### src/rtl/iack_vec_pkg.sv
package iack_vec_pkg;
  localparam int VEC_W     = 8;
  localparam int LVL_W     = 3;
  localparam int AUTO_BASE = 24;

  typedef enum logic [1:0] {
    CK_READ  = 2'b00,
    CK_WRITE = 2'b01,
    CK_OTHER = 2'b10,
    CK_IACK  = 2'b11
  } cyc_kind_e;

  function automatic logic [VEC_W-1:0] auto_number(input logic [LVL_W-1:0] lvl);
    logic [VEC_W-1:0] base;
    base = VEC_W'(AUTO_BASE);
    return base + VEC_W'(lvl);
  endfunction
endpackage

### src/rtl/iack_qualify.sv
module iack_qualify (
  input  logic       cyc_active,
  input  logic [1:0] cyc_type,
  input  logic       ext_master,
  input  logic       busy,
  input  logic       avec_pin,
  input  logic       cs_avec,
  input  logic       data_ack,
  output logic       take_auto,
  output logic       take_data
);
  import iack_vec_pkg::*;

  logic open_iack;

  always_comb begin
    open_iack = cyc_active && (cyc_type == CK_IACK) && !ext_master && !busy;
    take_auto = open_iack && (avec_pin || cs_avec);
    take_data = open_iack && !(avec_pin || cs_avec) && data_ack;
  end
endmodule

### src/rtl/iack_vec_select.sv
module iack_vec_select #(
  parameter int VW = iack_vec_pkg::VEC_W,
  parameter int LW = iack_vec_pkg::LVL_W
) (
  input  logic          use_auto,
  input  logic [LW-1:0] level,
  input  logic [VW-1:0] data_in,
  output logic [VW-1:0] sel_vec
);
  import iack_vec_pkg::*;

  always_comb begin
    sel_vec = use_auto ? auto_number(level) : data_in;
  end
endmodule

### src/rtl/iack_term_ctrl.sv
module iack_term_ctrl #(
  parameter int VW = iack_vec_pkg::VEC_W
) (
  input  logic          clk,
  input  logic          rst_n,
  input  logic          cyc_active,
  input  logic          take_auto,
  input  logic          take_data,
  input  logic [VW-1:0] sel_vec,
  output logic          busy,
  output logic          vec_valid,
  output logic          is_auto,
  output logic [VW-1:0] vector
);
  always_ff @(posedge clk) begin
    if (!rst_n) begin
      busy      <= 1'b0;
      vec_valid <= 1'b0;
      is_auto   <= 1'b0;
      vector    <= '0;
    end else begin
      vec_valid <= 1'b0;
      if (!cyc_active) busy <= 1'b0;
      if (take_auto || take_data) begin
        busy      <= 1'b1;
        vec_valid <= 1'b1;
        is_auto   <= take_auto;
        vector    <= sel_vec;
      end
    end
  end
endmodule

### src/rtl/iack_vec_term.sv
module iack_vec_term (
  input  logic       clk,
  input  logic       rst_n,
  input  logic       cyc_active,
  input  logic [1:0] cyc_type,
  input  logic [2:0] ack_level,
  input  logic       ext_master,
  input  logic       avec_pin,
  input  logic       cs_avec,
  input  logic       data_ack,
  input  logic [7:0] data_lo,
  output logic       vec_valid,
  output logic       is_auto,
  output logic [7:0] vector
);
  import iack_vec_pkg::*;

  logic             busy;
  logic             take_auto;
  logic             take_data;
  logic [VEC_W-1:0] sel_vec;

  iack_qualify u_qual (
    .cyc_active (cyc_active),
    .cyc_type   (cyc_type),
    .ext_master (ext_master),
    .busy       (busy),
    .avec_pin   (avec_pin),
    .cs_avec    (cs_avec),
    .data_ack   (data_ack),
    .take_auto  (take_auto),
    .take_data  (take_data)
  );

  iack_vec_select #(.VW(VEC_W), .LW(LVL_W)) u_sel (
    .use_auto (take_auto),
    .level    (ack_level),
    .data_in  (data_lo),
    .sel_vec  (sel_vec)
  );

  iack_term_ctrl #(.VW(VEC_W)) u_ctrl (
    .clk        (clk),
    .rst_n      (rst_n),
    .cyc_active (cyc_active),
    .take_auto  (take_auto),
    .take_data  (take_data),
    .sel_vec    (sel_vec),
    .busy       (busy),
    .vec_valid  (vec_valid),
    .is_auto    (is_auto),
    .vector     (vector)
  );
endmodule

### config.mk
export PLATFORM = sky130hd
export DESIGN_NAME = iack_vec_term
export DESIGN_NICKNAME = d
export VERILOG_FILES = /design/src/rtl/iack_vec_pkg.sv /design/src/rtl/iack_qualify.sv /design/src/rtl/iack_vec_select.sv /design/src/rtl/iack_term_ctrl.sv /design/src/rtl/iack_vec_term.sv
export SDC_FILE = /design/constraint.sdc
export NUM_CORES = 1
export LEC_CHECK = 0
export BUFFER_PORTS_ARGS = -buffer_cell sky130_fd_sc_hd__buf_4
export CORE_AREA = 2 2 39 41
export DETAILED_ROUTE_END_ITERATION = 6
export DIE_AREA = 0 0 41 43
export MAX_ROUTING_LAYER = met4
export PLACE_DENSITY = 0.68
export SYNTH_ARGS = -nofsm -noshare
export SYNTH_HDL_FRONTEND = slang
export SYNTH_SLANG_ARGS = --single-unit
### constraint.sdc
create_clock -name clk -period 2.5 [get_ports clk]
set_input_delay 0.125 -clock clk [delete_from_list [all_inputs] [get_ports clk]]
set_output_delay 0.125 -clock clk [all_outputs]
set_load 0.01 [all_outputs]
==> results of run 1 <==
## routing by layer
metal | global-route usage [%] | vias to the layer above | wire (µm)
met5 | - | - | 0
met4 | 12.00 | 0 | 14
met3 | 4.712 | 2 | 78
met2 | 17.81 | 14 | 502
met1 | 15.58 | 204 | 431
li1 | - | 243 | -
## state kept, by name (all words and copies together) (netlist names)
name / flops
u_ctrl.vector: 8
u_ctrl.vec_valid: 1
u_ctrl.busy: 1
u_ctrl.is_auto: 1
## critical path, stage by stage, from the launching register on
cell and delay [ns]:
dfxtp_1 0.31, and3b_2 0.28, nand3_1 0.32, o21ai_0 0.27, a21oi_1 0.06
## worst max-delay path by stage
| stage | from | end | slack [ns] |
|---|---|---|---|
| finish | u_ctrl.busy$_SDFFE_PN0P_ | u_ctrl.vector[0]$_SDFFE_PN0P_ | 1.15 |
| floorplan | u_ctrl.busy$_SDFFE_PN0P_ | u_ctrl.vector[2]$_SDFFE_PN0P_ | 1.38 |
| global placement | u_ctrl.busy$_SDFFE_PN0P_ | u_ctrl.vector[2]$_SDFFE_PN0P_ | 1.19 |
| global route | u_ctrl.busy$_SDFFE_PN0P_ | u_ctrl.vector[0]$_SDFFE_PN0P_ | 1.09 |
| detailed placement | u_ctrl.busy$_SDFFE_PN0P_ | u_ctrl.vector[0]$_SDFFE_PN0P_ | 1.14 |
| CTS | u_ctrl.busy$_SDFFE_PN0P_ | u_ctrl.vector[0]$_SDFFE_PN0P_ | 1.14 |
## area by class of cell
type	count	share of cell area (%)
Multi-Input combinational cell	35	31.21
Tap cell	16	2.759
Timing Repair Buffer	29	30.00
Clock buffer	4	3.621
Sequential cell	11	30.34
Inverter	4	2.069
## stage by stage
stage          util (%)  std cells  power [mW]  hold slack, ns
6_report          52.44         99      0.3462          0.1239
5_1_grt           52.44         99      0.3676          0.1038
4_1_cts           52.44         99      0.3547          0.1112
3_5_place_dp      50.54         95      0.2340          0.4036
3_3_place_gp      50.54         95      0.2336          0.4006
2_1_floorplan         -         51      0.2019          0.2634
## cells by family (layout without fill, tap and decap cells)
group	count (synthesis)	count (layout)	share of synthesized area [%]
AND/OR/NAND/NOR	16	16	22.25
AO/OA/AOI/OAI	14	14	15.55
flip-flops	11	11	47.18
multiplexers	5	5	10.72
buffers and inverters	5	37	4.288
## power groups by stage
stage / registers (mW) / clock network (mW) / logic (mW)
floorplan: 0.187 / 0 / 0.0149
finish: 0.181 / 0.117 / 0.0480
CTS: 0.181 / 0.125 / 0.0487
detailed placement: 0.185 / 0 / 0.0486
global placement: 0.185 / 0 / 0.0483
global route: 0.182 / 0.134 / 0.0517
## cell usage in the layout (no fill, tap or decap), drive strengths merged
master,n
a21oi,10
and2b,1
and3b,1
buf,29
clkbuf,4
dfxtp,11
inv,4
mux2i,5
nand2,2
nand3,5
nand4,1
nor2,2
o211ai,1
o21ai,3
or2,4
==> flow_summary.toml, run 1 <==
[power_and_ir_drop]
total_leakage_power_nw = 0.3636
clkPwrFrac_pct = 33.8
power_frac_comb_pct = 13.9
max-vdd-ir-drop_mv = 0.2072
switching_share_pct = 21.93
p_int_mw = 0.2703
p_switching_mw = 0.07592
power_density_nw_per_um2 = 477.1
pwr-share-seq_pct = 52.3

[final_layout]
fin_area_um2 = 725.7
layout-drive-gt1-share_pct = 40.96
area_growth_pct = 55.50
final_net_count = 104
nFillCells = 127
antenna_cells_inserted = 0
multi_input_area_um2 = 226.5
layout.area.seq_um2 = 220.2

[floorplan]
io_pins = 30
die_x_um = 41
floorplan.initialDensity_pct = 33.73
floorplan.die_area_um2 = 1763
core.rowCount = 14
core_area_um2 = 1384
dieHeight_um = 43

[worst_setup_path]
worstReg2RegStart = "u_ctrl.busy$_SDFFE_PN0P_"
regToRegSetupSlack_ns = 1.15
setup.worst_path.class = "flip-flop to flip-flop"
worstRegToRegCells = 4
endpoint_kind = "flip-flop"
worst-endpoint-required_ns = 2.64
crit_path_start_kind = "flip-flop"
path_max_fanout = 12
regToRegEndpoint = "u_ctrl.vector[0]$_SDFFE_PN0P_"
worst-endpoint-arrival_ns = 1.49

[routing]
finalWirelength_um = 1026
vias_per_cell = 4.677
detail_route.wl_per_cell_um = 10.36
vias = 463
drt_iter0_markers = 5
firstDrtPassIters = 2
drt_drc_violations_left = 0
count_of_nets_left_with_antenna_violations_after_detail_routing = 0

[grt]
grt_usage_pct = 13.62
grt_pass1_wl_um = 1504
grt_start_max_net_pins = 13
grt_antenna_before_repair = 0
vias_in_the_first_global_route = 376
total_grt_overflow = 0

[sta]
rsz0062_at_grt = "false"
totalNegativeSetupSlack_ns = 0
report.final.setup_viol = 0
period_minus_slack_ns = 1.355
finalHoldViolCount = 0
worst_margin_slew_ns = 0.4101
fin_ws_ns = 1.145
skew_ns = 0.006331
final_max_slew_viol_count = 0
fmaxAchievable_mhz = 738.1
slew_headroom_pct = 72.58
timing.final.crit_share_pct = 54.20

[synth]
mappedNetlistArea_um2 = 466.7
leading_post_synthesis_cells_by_instance_count = "dfxtp_1 (11), a21oi_1 (10), mux2i_1 (5), nand3_1 (5), inv_1 (4)"
yosysWarnings = 0
yosys-top-cells-area = "dfxtp_1 (47%), a21oi_1 (11%), mux2i_1 (11%)"
post-synth-top-area-fraction_pct = 47.18
synthFlopType = "dfxtp_1"
synth-async-reset-ratio_pct = 0
postSynthCellCount = 51
syn-num-nets = 71
synth_sequential_area_ratio_pct = 47.18
syn_avg_cell_area_um2 = 9.151
number_of_storage_elements_in_the_synthesis_netlist = 11
yosys.cell_types.count = 15
yosysTopAreaCell = "dfxtp_1"
yosysMostFrequentCell = "dfxtp_1"
count_of_flip_flops_with_a_built_in_enable_after_synthesis = 0

[placed_design]
pre_cts_slack_ns = 1.144
standard_cell_area_after_detailed_placement_um2 = 699.4
io_buffer_count = 29
globalplace.congestion = 0.7251

[cts]
cts.root.buffer_cell = "clkbuf_4"
clock_tree.buffer_depth = 2
cts-resized-gates = 0
cts_htree_levels = 1
cts.repair_timing.setup_buffer_count = 0
hold_buffers_post_cts = 0
tritoncts = "built"
clkSinkCount = 11
insertion_delay_ns = 0.26
path_clk_slew_ns = 0.07
cts_buffers = 3

[worst_hold_path]
min_path_cells = 3
hold_class = "primary input to flip-flop"
worstHoldStart = "rst_n"
hold_path_end = "u_ctrl.vector[1]$_SDFFE_PN0P_"

[status]
result_of_the_run = "completed"

[job]
maxCapViolCount = 0
(Power assumes the default switching activity.)
==> run 2: changes to the inputs <==
Clock period 2.5 ns to 1.3 ns, I/O delays scaled along.
==> flow_summary.toml, run 2 (synthesis gave the netlist of run 1 again) <==
[status]
result_of_the_run = "completed"

[sta]
fmaxAchievable_mhz = 849.0
worst_margin_slew_ns = 0.2328
final_max_slew_viol_count = 0
fin_ws_ns = 0.1222
timing.final.crit_share_pct = 90.60
totalNegativeSetupSlack_ns = 0
finalHoldViolCount = 0
skew_ns = 0.004139
period_minus_slack_ns = 1.178
rsz0062_at_grt = "false"
report.final.setup_viol = 0
slew_headroom_pct = 84.47

[worst_setup_path]
crit_chain = "and3b_2 -> nand4_4 -> or2_0 -> a21oi_1"
critical-path-max-stage-delay_ns = 0.30
crit_path_start_kind = "flip-flop"
setup.worst_path.class = "flip-flop to flip-flop"
regToRegEndpoint = "u_ctrl.vector[6]$_SDFFE_PN0P_"
regToRegSetupSlack_ns = 0.12
path_max_fanout = 9
endpoint_kind = "flip-flop"
worstReg2RegStart = "u_ctrl.busy$_SDFFE_PN0P_"
worst-endpoint-arrival_ns = 1.38
cpLargestDelayFamily = "simple AND/OR/NAND/NOR gates"
worstRegToRegCells = 4
worst-endpoint-required_ns = 1.50
count_of_buffer_and_inverter_cells_on_the_critical_path = 0
critical_path.slowest_cell = "dfxtp_1"

[floorplan]
die_x_um = 41
core_area_um2 = 1384
core.rowCount = 14
floorplan.initialDensity_pct = 33.73
dieHeight_um = 43
io_pins = 30
floorplan.die_area_um2 = 1763

[final_layout]
layout.cells.non_filler = 101
layout_commonest_cell = "buf_4"
largest-register = "u_ctrl.vector"
final_net_count = 106
utilization_pct = 53.53
largest_register_ffs = 8
antenna_cells_inserted = 0
layout-drive-gt1-share_pct = 42.35
area_growth_pct = 58.71
nFillCells = 129
most_used_cells_in_the_layout_excluding_fill_and_tap_cells = "buf_4 (31), dfxtp_1 (11), a21oi_1 (10)"

[worst_hold_path]
hold_class = "primary input to flip-flop"
min_path_cells = 3
worstHoldStart = "rst_n"
hold_path_end = "u_ctrl.vector[1]$_SDFFE_PN0P_"

[routing]
firstDrtPassIters = 4
drt_iter0_markers = 8
finalWirelength_um = 1039
vias = 464
drt_drc_violations_left = 0
count_of_nets_left_with_antenna_violations_after_detail_routing = 0
detail_route.wl_per_cell_um = 10.29
vias_per_cell = 4.594

[power_and_ir_drop]
p_switching_mw = 0.1496
switching_share_pct = 22.29
power_after_layout_mw = 0.6713
pwr-share-seq_pct = 51.9
clkPwrFrac_pct = 34.0
power_density_nw_per_um2 = 906.2
total_leakage_power_nw = 0.3720
p_int_mw = 0.5216
power_frac_comb_pct = 14.1
max-vdd-ir-drop_mv = 0.4238

[placed_design]
place_inst = 97
globalplace.congestion = 0.7245
pre_cts_slack_ns = 0.1341
place_hpwl_um = 831.9
io_buffer_count = 29

[cts]
insertion_delay_ns = 0.26
cts.repair_timing.setup_buffer_count = 0
cts.root.buffer_cell = "clkbuf_4"
cts-resized-gates = 0
tritoncts = "built"
hold_buffers_post_cts = 0
clock_tree.buffer_depth = 2
cts_htree_levels = 1
clkSinkCount = 11
path_clk_slew_ns = 0.07
cts_buffers = 3

[grt]
grt_usage_pct = 14.24
grt_antenna_before_repair = 0
vias_in_the_first_global_route = 371
total_grt_overflow = 0
grt_pass1_wl_um = 1531
grt_start_max_net_pins = 10

[job]
maxCapViolCount = 0
## run 2: changes by cell type in the layout (fill, tap and decap cells not counted), sizes merged
cell / previous run / this run
buf: 29 / 31
## run 2: routing by layer
layer / GRT usage, % / wire length, µm
met1: 14.61 / 439
met2: 18.75 / 502
met3: 6.283 / 75
met4: 14.00 / 22
met5: - / 0
## run 2: per-stage QoR
step	hold WS [ns]	area, µm²
2_1_floorplan	0.2034	466.7
3_3_place_gp	0.3402	714.4
3_5_place_dp	0.3481	714.4
4_1_cts	0.05608	740.7
5_1_grt	0.05264	740.7
6_report	0.06396	740.7
## run 2: final cells by class
type,instances,area [µm²],share of cell area [%]
Multi-Input combinational cell,35,226.5,30.57
Clock buffer,4,26.28,3.547
Inverter,4,15.01,2.027
Tap cell,16,20.02,2.703
Sequential cell,11,220.2,29.73
Timing Repair Buffer,31,232.7,31.42
## run 2: how the worst max path moves through the flow
stage / end / depth (start not counted) / from / slack [ns]
after floorplan: u_ctrl.vector[2]$_SDFFE_PN0P_ / 5 / u_ctrl.busy$_SDFFE_PN0P_ / 0.18
after CTS: u_ctrl.vector[6]$_SDFFE_PN0P_ / 4 / u_ctrl.busy$_SDFFE_PN0P_ / 0.12
after global routing: u_ctrl.vector[7]$_SDFFE_PN0P_ / 4 / u_ctrl.busy$_SDFFE_PN0P_ / 0.06
final: u_ctrl.vector[6]$_SDFFE_PN0P_ / 4 / u_ctrl.busy$_SDFFE_PN0P_ / 0.12
after global placement: u_ctrl.vector[1]$_SDFFE_PN0P_ / 5 / u_ctrl.busy$_SDFFE_PN0P_ / 0.15
after detailed placement: u_ctrl.vector[6]$_SDFFE_PN0P_ / 4 / u_ctrl.busy$_SDFFE_PN0P_ / 0.13
## run 2: worst reg2reg max path, cell delays in order (launching register included)
cell     delay [ns]
dfxtp_1        0.30
and3b_2        0.28
nand4_4        0.17
or2_0          0.24
a21oi_1        0.12
## run 2: power by group through the flow
stage	clock, mW	sequential [mW]	combinational (mW)
after global routing	0.266	0.350	0.103
final	0.228	0.348	0.0946
after global placement	0	0.356	0.0948
after detailed placement	0	0.357	0.0951
after floorplan	0	0.360	0.0287
after CTS	0.242	0.349	0.0953
